### config.mk
export PLATFORM = sky130hd
export DESIGN_NAME = sb_scoreboard
export DESIGN_NICKNAME = d
export VERILOG_FILES = /design/src/rtl/sb_pkg.sv /design/src/rtl/sb_reg_status.sv /design/src/rtl/sb_unit_slot.sv /design/src/rtl/sb_wr_arbiter.sv /design/src/rtl/sb_scoreboard.sv
export SDC_FILE = /design/constraint.sdc
export NUM_CORES = 1
export LEC_CHECK = 0
export BUFFER_PORTS_ARGS = -buffer_cell sky130_fd_sc_hd__buf_2
export CORE_MARGIN = 1
export CORE_UTILIZATION = 45
export DETAILED_ROUTE_END_ITERATION = 10
export GPL_ROUTABILITY_DRIVEN = 0
export PLACE_DENSITY_LB_ADDON = 0.12
export SETUP_SLACK_MARGIN = 0.5
export SYNTH_ARGS = -nofsm -noshare
export SYNTH_HDL_FRONTEND = slang
export SYNTH_SLANG_ARGS = --single-unit
### constraint.sdc
create_clock -name clk -period 3.7 [get_ports clk]
set_input_delay 0.185 -clock clk [delete_from_list [all_inputs] [get_ports clk]]
set_output_delay 0.185 -clock clk [all_outputs]
set_load 0.01 [all_outputs]
### src/rtl/sb_pkg.sv
package sb_pkg;
  localparam int N_INT     = 1;
  localparam int N_MUL     = 2;
  localparam int N_ADD     = 1;
  localparam int N_DIV     = 1;
  localparam int NUM_UNITS = N_INT + N_MUL + N_ADD + N_DIV;
  localparam int UID_W     = $clog2(NUM_UNITS);

  typedef enum logic [1:0] {
    CLS_INT = 2'd0, CLS_MUL = 2'd1, CLS_ADD = 2'd2, CLS_DIV = 2'd3
  } op_class_t;

  typedef enum logic [1:0] {
    PH_IDLE = 2'd0, PH_OPS = 2'd1, PH_EXEC = 2'd2, PH_WB = 2'd3
  } phase_t;

  // Class served by unit u; units are grouped by class in ascending order.
  function automatic logic [1:0] unit_class(input int u);
    if (u < N_INT)                      return CLS_INT;
    else if (u < N_INT + N_MUL)         return CLS_MUL;
    else if (u < N_INT + N_MUL + N_ADD) return CLS_ADD;
    else                                return CLS_DIV;
  endfunction
endpackage

### src/rtl/sb_reg_status.sv
// Per-register producer table: pending flag plus producing unit id.
module sb_reg_status #(
  parameter int RW = 5,
  parameter int UW = 3
) (
  input  logic          clk,
  input  logic          rst,
  input  logic          set_en,
  input  logic [RW-1:0] set_idx,
  input  logic [UW-1:0] set_uid,
  input  logic          clr_en,
  input  logic [RW-1:0] clr_idx,
  input  logic [RW-1:0] probe_idx,
  output logic          probe_pend,
  input  logic [RW-1:0] rd_a_idx,
  output logic          rd_a_pend,
  output logic [UW-1:0] rd_a_uid,
  input  logic [RW-1:0] rd_b_idx,
  output logic          rd_b_pend,
  output logic [UW-1:0] rd_b_uid
);
  localparam int NREG = 1 << RW;

  logic [NREG-1:0] pend_q;
  logic [UW-1:0]   owner_q [NREG];

  always_ff @(posedge clk) begin
    if (rst) begin
      pend_q <= '0;
    end else begin
      if (clr_en) pend_q[clr_idx] <= 1'b0;
      if (set_en) pend_q[set_idx] <= 1'b1;
    end
  end

  always_ff @(posedge clk) begin
    if (set_en) owner_q[set_idx] <= set_uid;
  end

  assign probe_pend = (probe_idx != '0) && pend_q[probe_idx];
  assign rd_a_pend  = (rd_a_idx  != '0) && pend_q[rd_a_idx];
  assign rd_b_pend  = (rd_b_idx  != '0) && pend_q[rd_b_idx];
  assign rd_a_uid   = owner_q[rd_a_idx];
  assign rd_b_uid   = owner_q[rd_b_idx];
endmodule

### src/rtl/sb_unit_slot.sv
// State of one functional unit: phase, registers, producer tags, ready flags.
module sb_unit_slot import sb_pkg::*; #(
  parameter int RW = 5,
  parameter int UW = 3
) (
  input  logic          clk,
  input  logic          rst,
  input  logic          issue_en,
  input  logic [RW-1:0] i_dst,
  input  logic [RW-1:0] i_src1,
  input  logic [RW-1:0] i_src2,
  input  logic          i_q1v,
  input  logic [UW-1:0] i_q1,
  input  logic          i_q2v,
  input  logic [UW-1:0] i_q2,
  input  logic          bc_en,
  input  logic [UW-1:0] bc_uid,
  input  logic          done,
  input  logic          grant,
  output logic [1:0]    phase,
  output logic [RW-1:0] dst,
  output logic [RW-1:0] src1,
  output logic [RW-1:0] src2,
  output logic          rdy1,
  output logic          rdy2,
  output logic          read_go
);
  phase_t        ph_q;
  logic          q1v, q2v;
  logic [UW-1:0] q1, q2;
  logic          hit1, hit2;

  assign phase   = ph_q;
  assign read_go = (ph_q == PH_OPS) && rdy1 && rdy2;
  assign hit1    = bc_en && q1v && (q1 == bc_uid);
  assign hit2    = bc_en && q2v && (q2 == bc_uid);

  always_ff @(posedge clk) begin
    if (rst) begin
      ph_q <= PH_IDLE;
      rdy1 <= 1'b0;
      rdy2 <= 1'b0;
      q1v  <= 1'b0;
      q2v  <= 1'b0;
    end else begin
      unique case (ph_q)
        PH_IDLE: if (issue_en) begin
          ph_q <= PH_OPS;
          q1v  <= i_q1v;
          q2v  <= i_q2v;
          rdy1 <= !i_q1v;
          rdy2 <= !i_q2v;
        end
        PH_OPS: if (read_go) begin
          ph_q <= PH_EXEC;
          rdy1 <= 1'b0;
          rdy2 <= 1'b0;
        end else begin
          if (hit1) begin q1v <= 1'b0; rdy1 <= 1'b1; end
          if (hit2) begin q2v <= 1'b0; rdy2 <= 1'b1; end
        end
        PH_EXEC: if (done)  ph_q <= PH_WB;
        PH_WB:   if (grant) ph_q <= PH_IDLE;
        default: ph_q <= PH_IDLE;
      endcase
    end
  end

  always_ff @(posedge clk) begin
    if (issue_en) begin
      dst  <= i_dst;
      src1 <= i_src1;
      src2 <= i_src2;
      q1   <= i_q1;
      q2   <= i_q2;
    end
  end
endmodule

### src/rtl/sb_wr_arbiter.sv
// Fixed-priority pick of one write-back per cycle, lowest index first.
module sb_wr_arbiter #(
  parameter int N  = 5,
  parameter int UW = 3
) (
  input  logic [N-1:0]  req,
  output logic [N-1:0]  gnt,
  output logic [UW-1:0] gnt_uid,
  output logic          gnt_any
);
  always_comb begin
    gnt     = '0;
    gnt_uid = '0;
    gnt_any = 1'b0;
    for (int i = 0; i < N; i++) begin
      if (req[i] && !gnt_any) begin
        gnt[i]  = 1'b1;
        gnt_uid = UW'(i);
        gnt_any = 1'b1;
      end
    end
  end
endmodule

### src/rtl/sb_scoreboard.sv
module sb_scoreboard import sb_pkg::*; #(
  parameter int REG_W = 5
) (
  input  logic                 clk,
  input  logic                 rst,
  input  logic                 in_valid,
  input  logic [1:0]           in_class,
  input  logic [REG_W-1:0]     in_dst,
  input  logic [REG_W-1:0]     in_src1,
  input  logic [REG_W-1:0]     in_src2,
  output logic                 in_ready,
  output logic [NUM_UNITS-1:0] start_o,
  input  logic [NUM_UNITS-1:0] done_i,
  output logic [NUM_UNITS-1:0] wr_grant_o
);
  localparam int NU = NUM_UNITS;
  localparam int UW = UID_W;

  logic [NU-1:0][1:0]       ph;
  logic [NU-1:0][REG_W-1:0] u_dst, u_s1, u_s2;
  logic [NU-1:0]            u_r1, u_r2, u_read;
  logic [NU-1:0]            issue_sel, war_block, wb_req, wr_gnt;
  logic [UW-1:0]            issue_uid, wr_uid, s1_uid, s2_uid;
  logic                     free_found, dst_pend, s1_pend, s2_pend;
  logic                     issue_fire, wr_any, s1_wait, s2_wait;

  // Issue: lowest free unit of the class, no structural or WAW conflict.
  always_comb begin
    issue_sel  = '0;
    issue_uid  = '0;
    free_found = 1'b0;
    for (int u = 0; u < NU; u++) begin
      if (!free_found && ph[u] == PH_IDLE && unit_class(u) == in_class) begin
        issue_sel[u] = 1'b1;
        issue_uid    = UW'(u);
        free_found   = 1'b1;
      end
    end
  end

  assign in_ready   = free_found && !dst_pend;
  assign issue_fire = in_valid && in_ready;
  // A producer writing back this very edge is already done for the new reader.
  assign s1_wait    = s1_pend && !(wr_any && s1_uid == wr_uid);
  assign s2_wait    = s2_pend && !(wr_any && s2_uid == wr_uid);

  sb_reg_status #(.RW(REG_W), .UW(UW)) regstat_i (
    .clk       (clk),
    .rst       (rst),
    .set_en    (issue_fire && in_dst != '0),
    .set_idx   (in_dst),
    .set_uid   (issue_uid),
    .clr_en    (wr_any && u_dst[wr_uid] != '0),
    .clr_idx   (u_dst[wr_uid]),
    .probe_idx (in_dst),
    .probe_pend(dst_pend),
    .rd_a_idx  (in_src1),
    .rd_a_pend (s1_pend),
    .rd_a_uid  (s1_uid),
    .rd_b_idx  (in_src2),
    .rd_b_pend (s2_pend),
    .rd_b_uid  (s2_uid)
  );

  for (genvar g = 0; g < NU; g++) begin : g_unit
    sb_unit_slot #(.RW(REG_W), .UW(UW)) slot_i (
      .clk     (clk),
      .rst     (rst),
      .issue_en(issue_fire && issue_sel[g]),
      .i_dst   (in_dst),
      .i_src1  (in_src1),
      .i_src2  (in_src2),
      .i_q1v   (s1_wait),
      .i_q1    (s1_uid),
      .i_q2v   (s2_wait),
      .i_q2    (s2_uid),
      .bc_en   (wr_any),
      .bc_uid  (wr_uid),
      .done    (done_i[g]),
      .grant   (wr_gnt[g]),
      .phase   (ph[g]),
      .dst     (u_dst[g]),
      .src1    (u_s1[g]),
      .src2    (u_s2[g]),
      .rdy1    (u_r1[g]),
      .rdy2    (u_r2[g]),
      .read_go (u_read[g])
    );
  end

  // WAR: hold a finished unit while another still needs the old value.
  always_comb begin
    war_block = '0;
    for (int u = 0; u < NU; u++) begin
      for (int f = 0; f < NU; f++) begin
        if (f != u && ph[f] == PH_OPS &&
            ((u_r1[f] && u_s1[f] == u_dst[u]) ||
             (u_r2[f] && u_s2[f] == u_dst[u])))
          war_block[u] = 1'b1;
      end
      wb_req[u] = (ph[u] == PH_WB) && (u_dst[u] == '0 || !war_block[u]);
    end
  end

  sb_wr_arbiter #(.N(NU), .UW(UW)) arb_i (
    .req    (wb_req),
    .gnt    (wr_gnt),
    .gnt_uid(wr_uid),
    .gnt_any(wr_any)
  );

  always_ff @(posedge clk) begin
    if (rst) begin
      start_o    <= '0;
      wr_grant_o <= '0;
    end else begin
      start_o    <= u_read;
      wr_grant_o <= wr_gnt;
    end
  end
endmodule

==> results.yml, run 1 <==
status:
  status: "completed"
logic_synthesis:
  synth_fa_ha_area_share_pct: 1.788
  synth_xor_area_share_pct: 11.21
  synth_area_leaders: "edfxtp_1, mux4_2, dfxtp_1"
  synth_edf_count: 201
  syn_area_per_cell_sq_um: 12.42
  synth_top_cell_by_area: "edfxtp_1"
  synth-seq-area-share_pct: 46.45
  synth_ff_type: "edfxtp_1"
  muxShareOfSynthArea_pct: 13.91
  netlist_area_sq_mm: 0.01610
  synth_top_area_share_pct: 37.50
  ys_async_sr_fraction_pct: 0
  netlist_instances: 1296
  synth_seq_cells: 273
  synth_compound_area_share_pct: 10.35
  synth_top_family_by_area: "multiplexers"
  yosysWarnings: 0
  ys_types: 96
  synth_simple_gate_area_share_pct: 10.95
route:
  firstDrtPassIters: 5
  post-route-drc-count: 0
  wl_mm: 49.54
  vias_per_cell: 5.991
  drtIter0Drc: 1024
  post_drt_wl_per_cell_um: 25.74
  drt.antenna.violating_nets: 0
  vias: 11530
cells_and_area:
  layout_commonest_cell: "edfxtp_1"
  finalNetCount: 1493
  final_cell_mix: "edfxtp_1, xnor2_1, buf_4"
  n_antenna_cell: 0
  areaGrowthSynthToFinish_pct: 21.09
  instances_no_fill: 1925
  register_area_sq_mm: 0.007480
  nFillCells: 2969
  multi_input_area_sq_mm: 0.008295
  drive_above_1_share_pct: 32.93
  postLayoutCoreUtil_pct: 55.88
critical_path:
  crit_type: "reg -> reg"
  startpoint: "g_unit[0].slot_i.dst[0]"
  r2r_start: "g_unit[0].slot_i.dst[0]"
  cp_max_fo: 8
  cp_cell_sequence: "buf_6 > xnor2_2 > nand4_1 > nor3_2 > or4_4 > o21ai_4 > a22oi_4 > buf_12 > buf_6 > and2_4 > buf_6 > mux2i_1 > a21oi_2 > buf_12 > a221o_1"
  worst_ep_required_time_ns: 4.12
  slowest_stage: "or4_4"
  critPathMostFrequentCell: "buf_6"
  end_kind: "flip-flop"
  worstPathArrival_ns: 3.65
  critPathMaxStageDelay_ns: 0.54
  start_kind: "flip-flop"
global_routing:
  grt_max_degree: 40
  grt_pass1_wl_mm: 72.75
  antenna_found_initial: 0
  grt_overflow: 0
  grt_usage_pct: 27.26
  grt_pass1_vias: 11520
sta:
  fin_setup_tns_ns: 0
  final-setup-viol-count: 0
  slew_violations: 0
  tightest_slew_ns: 0.9634
  final_hold_viol_count: 0
  fmaxAchievable_mhz: 309.3
  skew_ns: 0.01486
  grt_setup_unrepaired: "yes"
  relSlewSlack_pct: 35.70
  min_period_ns: 3.233
  period_share_pct: 87.38
min_path:
  hold_class: "in -> reg"
  worstHoldStart: "done_i[4]"
placed_design:
  dpl.hpwl_mm: 34.55
  portBuffers: 35
  dp.cells: 1816
clocking:
  clk_pin_slew_worst_paths_ns: 0.06
  ctsHoldBuffers: 0
  insertion_delay_ns: 0.53
  cts-root-buf: "clkbuf_16"
  max-clock-path-buffers: 3
  cts_buffers: 34
  cts_tree: "done"
  htree_levels: 2
  cts.sinks: 273
floorplanning:
  start_util_pct: 46.14
  rows: 68
  coreArea_sq_mm: 0.03488
  die_w_um: 191.1
  die_y_um: 191.1
  die-area_sq_mm: 0.03653
  pin_count: 36
pwr:
  leakage_uw: 0.006800
  vdd_drop_max_uv: 329.7
  p_per_area_mw_per_mm2: 456.9
flow_run:
  max-cap-violations: 0
-- metrics by stage --
| stage | hold slack (ns) | setup WS [ns] | instance area (sq um) | power, uW |
|---|---|---|---|---|
| finish | 0.05867 | 0.4669 | 19490 | 8905 |
| global placement | 0.4598 | 0.2730 | 17450 | 5612 |
| CTS | 0.05411 | 0.4858 | 18770 | 8803 |
| floorplan | 0.2839 | 0.5090 | 16110 | 4932 |
| detailed placement | 0.4683 | 0.1252 | 17450 | 5635 |
| global route | 0.06619 | 0.3774 | 19490 | 9220 |
-- logic make-up (layout without fill, tap and decap cells) --
logic type	count (synthesis)	count (layout)
other	1	3
flip-flops	273	273
AND/OR/NAND/NOR	319	320
adder cells (fa/ha/maj)	23	23
AO/OA/AOI/OAI	198	198
XOR/XNOR	206	206
multiplexers	114	114
buffers and inverters	162	333
-- layout make-up --
| class | count | share of cell area, % |
|---|---|---|
| Clock buffer | 45 | 4.628 |
| Clock inverter | 16 | 0.6419 |
| Inverter | 72 | 1.387 |
| Multi-Input combinational cell | 864 | 42.56 |
| Sequential cell | 273 | 38.37 |
| Tap cell | 455 | 2.921 |
| Timing Repair Buffer | 200 | 9.488 |
-- repair_timing --
action,4_1_cts,5_1_grt
cloned,0,2
pin swaps,8,79
resized for setup,25,94
endpoints found under the setup margin,54,73
setup buffers,21,25
-- cell usage after synthesis, types with 11 or more instances --
cell / n
a211oi_1: 11
a21oi_1: 19
a41oi_2: 20
buf_2: 16
buf_4: 20
buf_6: 20
clkbuf_1: 26
dfxtp_1: 72
edfxtp_1: 201
ha_1: 23
inv_1: 70
mux2i_1: 19
mux4_2: 87
nand2_1: 67
nand3_1: 21
nand4_1: 39
nor2_1: 64
nor3_1: 22
nor4_1: 12
o21ai_0: 52
or3_1: 16
xnor2_1: 137
xor2_1: 69
-- path summary, 6_finish.rpt --
check                                                 end  slack [ns]  depth (start not counted)
worst min-delay path            g_unit[4].slot_i.phase[1]        0.06                          4
worst max register to register       g_unit[1].slot_i.q2v        0.47                         15
worst max-delay path                 g_unit[1].slot_i.q2v        0.47                         15
worst min register to register       g_unit[2].slot_i.q1v        0.47                          2
-- registers in the layout, indices dropped and copies added (netlist names) --
register / count
g_unit.slot_i.src2: 25
g_unit.slot_i.phase: 10
g_unit.slot_i.src1: 25
g_unit.slot_i.q1: 15
g_unit.slot_i.rdy2: 5
g_unit.slot_i.q1v: 5
regstat_i.owner_q: 96
g_unit.slot_i.rdy1: 5
regstat_i.pend_q: 32
g_unit.slot_i.dst: 25
g_unit.slot_i.q2: 15
start_o: 5
wr_grant_o: 5
g_unit.slot_i.q2v: 5
-- routing by layer --
layer  up-vias  global-route usage, %  wire length, um
met3       121                  4.186             2939
met1      5793                  35.08            20630
met2       440                  44.91            23650
li1       5179                      -                -
met4         0                  13.13             2331
met5         -                      0                0
-- power by group --
| group | total (uW) | internal [uW] | leakage (uW) | switching (uW) |
|---|---|---|---|---|
| Combinational | 2060 | 847 | 0.00389 | 1220 |
| Clock | 3110 | 1800 | 0.000492 | 1310 |
| Sequential | 3730 | 3560 | 0.00242 | 174 |
-- critical path: cells and delay by family (launching register included) --
kind,cells,cell delay (ns)
buf+inv,5,0.73
simple gates,4,0.88
compound gates,4,0.74
xor+xnor,1,0.12
flops,1,0.49
mux,1,0.15
No activity file was read; power rests on OpenSTA's default activity.
==> run 2, diff against run 1 <==
--- a/config.mk
+++ b/config.mk
@@ -10,6 +10,7 @@
 export CORE_UTILIZATION = 45
 export DETAILED_ROUTE_END_ITERATION = 10
 export GPL_ROUTABILITY_DRIVEN = 0
+export MAX_ROUTING_LAYER = met4
 export PLACE_DENSITY_LB_ADDON = 0.12
 export SETUP_SLACK_MARGIN = 0.5
 export SYNTH_ARGS = -nofsm -noshare
==> results.yml, run 2 (synthesis gave the netlist of run 1 again) <==
critical_path:
  critPathTopFamily: "simple AND/OR/NAND/NOR gates"
  path_buf_inv: 5
  r2r_end: "g_unit[1].slot_i.q2v"
  crit_type: "reg -> reg"
  worst_ep_required_time_ns: 4.12
  r2r_start: "g_unit[0].slot_i.dst[0]"
  reg2reg_slack_ns: 0.46
  startpoint: "g_unit[0].slot_i.dst[0]"
  cp_max_fo: 8
  slowest_stage: "or4_4"
  cp_cell_sequence: "buf_6 > xnor2_2 > nand4_1 > nor3_2 > or4_4 > o21ai_4 > a22oi_4 > buf_12 > buf_6 > and2_4 > buf_6 > mux2i_1 > a21oi_2 > buf_12 > a221o_1"
  start_kind: "flip-flop"
  critPathMostFrequentCell: "buf_6"
  critPathMaxStageDelay_ns: 0.54
  worstPathArrival_ns: 3.66
  ff2ff_path_depth: 15
  end_kind: "flip-flop"
floorplanning:
  die-area_sq_mm: 0.03653
  rows: 68
  coreArea_sq_mm: 0.03488
  pin_count: 36
  die_w_um: 191.1
  start_util_pct: 46.14
  die_y_um: 191.1
route:
  drtIter0Drc: 995
  vias_per_cell: 6.002
  wl_mm: 49.51
  post_drt_wl_per_cell_um: 25.68
  firstDrtPassIters: 5
  drt.antenna.violating_nets: 0
  post-route-drc-count: 0
  vias: 11570
cells_and_area:
  finalNetCount: 1495
  final_cell_mix: "edfxtp_1, xnor2_1, buf_4"
  drive_above_1_share_pct: 33.02
  areaGrowthSynthToFinish_pct: 21.28
  largest_reg_flops: 96
  top_register: "regstat_i.owner_q"
  largest_registers: "regstat_i.owner_q (96), regstat_i.pend_q (32)"
  layout_commonest_cell: "edfxtp_1"
clocking:
  cts.sinks: 273
  clk_pin_slew_worst_paths_ns: 0.06
  cts_buffers: 34
  insertion_delay_ns: 0.53
  cts_tree: "done"
  max-clock-path-buffers: 3
  htree_levels: 2
  cts-root-buf: "clkbuf_16"
global_routing:
  grt_busiest_layer: "met2"
  grt_pass1_wl_mm: 72.84
  grt_pass1_vias: 11510
  antenna_found_initial: 0
  gr-usage-met1_pct: 35.32
  grt_max_degree: 40
  grt_overflow: 0
  grt_use_met2_pct: 44.96
  grt_usage_pct: 28.09
  grt_util_met3_pct: 4.002
sta:
  fin_setup_tns_ns: 0
  slew_violations: 0
  final-setup-viol-count: 0
  min_period_ns: 3.236
  fmaxAchievable_mhz: 309.1
  skew_ns: 0.01578
  final_hold_viol_count: 0
  period_share_pct: 87.45
  relSlewSlack_pct: 34.57
  grt_setup_unrepaired: "yes"
  tightest_slew_ns: 0.9804
pwr:
  total_power_uw: 8912
  leakage_uw: 0.006820
  p_per_area_mw_per_mm2: 456.5
  vdd_drop_max_uv: 329.1
min_path:
  worstHoldStart: "done_i[4]"
  hold_class: "in -> reg"
  whs_endpoint: "g_unit[4].slot_i.phase[1]"
  hold_depth: 4
placed_design:
  portBuffers: 35
  dpl.hpwl_mm: 34.55
flow_run:
  max-cap-violations: 0
status:
  status: "completed"
## run 2: changes by cell type in the layout (fill, tap and decap cells not counted), sizes merged
| cell | delta |
|---|---|
| diode | +1 |
| buf | +2 |
## run 2: metal layers
layer  part of all wire (%)  vias up
li1                       -     5186
met1                     42     5877
met2                     48      406
met3                    5.6      102
met4                    4.2        0
met5                      0        -
## run 2: layout make-up
class / count / area, sq um
fill: 2964 / 15360
multi-input combinational: 864 / 8297
sequential: 273 / 7480
timing repair buffer: 202 / 1877
clock buffer: 45 / 902.1
tap: 455 / 569.3
inverter: 72 / 270.3
clock inverter: 16 / 125.1
antenna: 1 / 2.502
## run 2: report_power, final
group          internal, uW  total [uW]  switching [uW]
Sequential             3560        3730             174
Combinational           853        2070            1220
Clock                  1800        3110            1310
## run 2: worst min-delay path, delay by kind of cell
family	cells	cell delay [ns]
AND/OR/NAND/NOR	2	0.21
AO/OA/AOI/OAI	1	0.09
buffers and inverters	1	0.07
## run 2: how the worst max path moves through the flow
stage | endpoint | cells past startpoint | slack (ns)
final | g_unit[1].slot_i.q2v | 15 | 0.46
after global routing | g_unit[1].slot_i.q2v | 15 | 0.38
after CTS | g_unit[0].slot_i.rdy2 | 12 | 0.49
after detailed placement | regstat_i.pend_q[26] | 11 | 0.13
after global placement | g_unit[4].slot_i.phase[1] | 14 | 0.27
after floorplan | g_unit[0].slot_i.phase[0] | 9 | 0.51
## run 2: through the flow
step	setup WS, ns	hold WS [ns]	utilization (%)	instances	area [sq um]
global placement	0.2730	0.4598	50.01	1816	17450
floorplan	0.5090	0.2839	-	1298	16110
detailed placement	0.1252	0.4683	50.01	1816	17450
finish	0.4644	0.05926	55.96	1928	19520
global route	0.3771	0.06619	55.96	1927	19520
CTS	0.4858	0.05411	53.81	1898	18770
## run 2: repair_timing
action	4_1_cts	5_1_grt
gates resized for setup	25	96
endpoints found under the hold margin	0	0
hold buffers	0	0
setup buffers	21	27
endpoints found under the setup margin	54	73
pin swaps	8	80
cloned	0	2
==> run 3, diff against run 2 <==
--- a/config.mk
+++ b/config.mk
@@ -5,6 +5,7 @@
 export SDC_FILE = /design/constraint.sdc
 export NUM_CORES = 1
 export LEC_CHECK = 0
+export ABC_AREA = 1
 export BUFFER_PORTS_ARGS = -buffer_cell sky130_fd_sc_hd__buf_2
 export CORE_MARGIN = 1
 export CORE_UTILIZATION = 45
==> constraint.sdc (replaced) <==
create_clock -name clk -period 3.5 [get_ports clk]
set_input_delay 0.175 -clock clk [delete_from_list [all_inputs] [get_ports clk]]
set_output_delay 0.175 -clock clk [all_outputs]
set_load 0.01 [all_outputs]
==> results.yml, run 3 <==
clocking:
  cts_tree: "done"
  cts-root-buf: "clkbuf_16"
  insertion_delay_ns: 0.60
  max-clock-path-buffers: 3
  cts_buffers: 30
  htree_levels: 1
  cts.sinks: 273
  clk_pin_slew_worst_paths_ns: 0.07
sta:
  tightest_slew_ns: 0.8544
  min_period_ns: 3.178
  fin_setup_tns_ns: 0
  final-setup-viol-count: 0
  skew_ns: 0.02291
  grt_setup_unrepaired: "yes"
  period_share_pct: 90.80
  fmaxAchievable_mhz: 314.7
  relSlewSlack_pct: 43.04
  slew_violations: 0
  final_hold_viol_count: 0
  setup_slack_ns: 0.3219
critical_path:
  start_kind: "flip-flop"
  worst_ep_required_time_ns: 3.94
  startpoint: "g_unit[3].slot_i.dst[1]"
  crit_type: "reg -> reg"
  r2r_start: "g_unit[3].slot_i.dst[1]"
  cp_max_fo: 6
  reg2reg_slack_ns: 0.32
  worstPathArrival_ns: 3.62
  end_kind: "flip-flop"
route:
  vias: 17020
  drt.antenna.violating_nets: 0
  post_drt_wl_per_cell_um: 23.08
  drtIter0Drc: 2122
  post-route-drc-count: 0
  firstDrtPassIters: 6
  wl_mm: 65.76
  vias_per_cell: 5.972
status:
  status: "completed"
cells_and_area:
  drive_above_1_share_pct: 19.10
  areaGrowthSynthToFinish_pct: 22.78
  largest_registers: "regstat_i.owner_q (96), regstat_i.pend_q (32)"
  register_area_sq_mm: 0.007477
  multi_input_area_sq_mm: 0.008561
  finalNetCount: 2411
  layout_commonest_cell: "nand2_1"
  final_cell_mix: "nand2_1, nor2_1, o21ai_0"
  top_register: "regstat_i.owner_q"
  largest_reg_flops: 96
  nFillCells: 3311
global_routing:
  grt_pass1_wl_mm: 96.66
  antenna_found_initial: 3
  grt_pass1_vias: 15470
  grt_overflow: 0
  grt_max_degree: 63
  grt_usage_pct: 35.03
pwr:
  vdd_drop_max_uv: 417.9
  p_clk_share_pct: 32.4
  power.switching_uw: 3662
  sw_frac_of_total_pct: 34.89
  seqPwrFrac_pct: 38.0
  p_per_area_mw_per_mm2: 515.3
  total_power_uw: 10500
  pwr-share-comb_pct: 29.6
  leakage_uw: 0.008113
  p_int_uw: 6833
min_path:
  worstHoldStart: "in_src1[3]"
  hold_class: "in -> reg"
logic_synthesis:
  syn_area_per_cell_sq_um: 7.442
  synth_area_leaders: "edfxtp_1, nand2_1, dfxtp_1"
  ys_types: 56
  yosysMostFrequentCell: "nand2_1"
  synth-seq-area-share_pct: 45.07
  synth_seq_cells: 273
  synth_top_area_share_pct: 36.39
  synth_edf_count: 201
  synth_common_cells: "nand2_1, nor2_1, o21ai_0"
  synth_ff_type: "edfxtp_1"
  netlist_area_sq_mm: 0.01659
  ys_async_sr_fraction_pct: 0
  synth_top_cell_by_area: "edfxtp_1"
  netlist_instances: 2229
  yosysWarnings: 0
floorplanning:
  die_y_um: 194.0
  start_util_pct: 46.19
  die-area_sq_mm: 0.03763
  die_w_um: 194.0
  coreArea_sq_mm: 0.03591
  pin_count: 36
  rows: 69
placed_design:
  dp_slack_ns: 0.07688
  portBuffers: 35
  dpl.hpwl_mm: 43.70
flow_run:
  max-cap-violations: 0
run 3: through the flow:
step	util (%)	hold slack [ns]	cells	instance area [sq um]
floorplan	-	0.2739	2231	16600
global placement	49.28	0.4364	2732	17700
detailed placement	49.28	0.4474	2732	17700
CTS	54.60	0.003678	2824	19610
global route	56.71	0.01194	2849	20370
finish	56.71	0.01855	2849	20370
run 3: timing repair:
item                                   4_1_cts  5_1_grt
hold buffers                                10        0
setup endpoints to repair                  149      238
gates cloned                                 7        3
setup buffers                               19       21
resized for setup                          152      159
endpoints found under the hold margin       32        0
pin swaps                                   48       68
run 3: power by group through the flow:
stage / Clock [uW] / Combinational (uW) / Sequential (uW)
after floorplan: 0 / 1560 / 3940
final: 3400 / 3110 / 3990
after global routing: 3540 / 3330 / 4000
after CTS: 3430 / 2730 / 3970
after global placement: 0 / 2360 / 4040
after detailed placement: 0 / 2390 / 4040
run 3: final timing paths:
| path | to | depth (start not counted) |
|---|---|---|
| max | regstat_i.pend_q[30] | 23 |
| min | g_unit[4].slot_i.src1[3] | 1 |
| min reg2reg | regstat_i.pend_q[0] | 2 |
| max reg2reg | regstat_i.pend_q[30] | 23 |
run 3: logic make-up after synthesis:
group,share of synthesized area [%]
and+or+nand+nor,26.53
xor gates and xnor gates,1.260
other,0.02261
adders and majority gates,1.735
buffers and inverters,8.455
DFF,45.07
AOI/OAI and AO/OA,16.92
run 3: worst max-delay path, stage by stage, from the launching register on:
cell,delay (ns)
edfxtp_1,0.54
buf_6,0.22
xor2_1,0.18
nor2_1,0.05
nand3_1,0.08
nand2_1,0.08
nand2_1,0.07
nand2_1,0.06
nor2_1,0.11
nor2_2,0.07
nor2_4,0.20
nand4_4,0.19
buf_6,0.19
nand2_8,0.09
nand2_1,0.07
nand3_1,0.10
nand3_2,0.09
nand2_2,0.10
nand2_2,0.10
nor2_4,0.11
buf_6,0.13
nand2_1,0.05
nand2_1,0.07
a21oi_2,0.06
run 3: cell type report:
type                    count  share of cell area, %
diodes                      1                0.01229
clock buffers              41                  4.288
clock inverters            15                 0.8601
inverters                 242                  4.767
multi-input cells        1627                  42.03
flip-flops and latches    273                  36.71
well taps                 461                  2.832
repair buffers            188                  8.459
repair inverters            1                0.03686
run 3: per-layer routing:
metal	global-route usage, %	vias up	wire (um)
met4	22.19	0	4835
met1	44.55	7871	25560
met5	-	-	0
met3	5.966	292	6716
li1	-	7731	-
met2	51.79	1121	28650
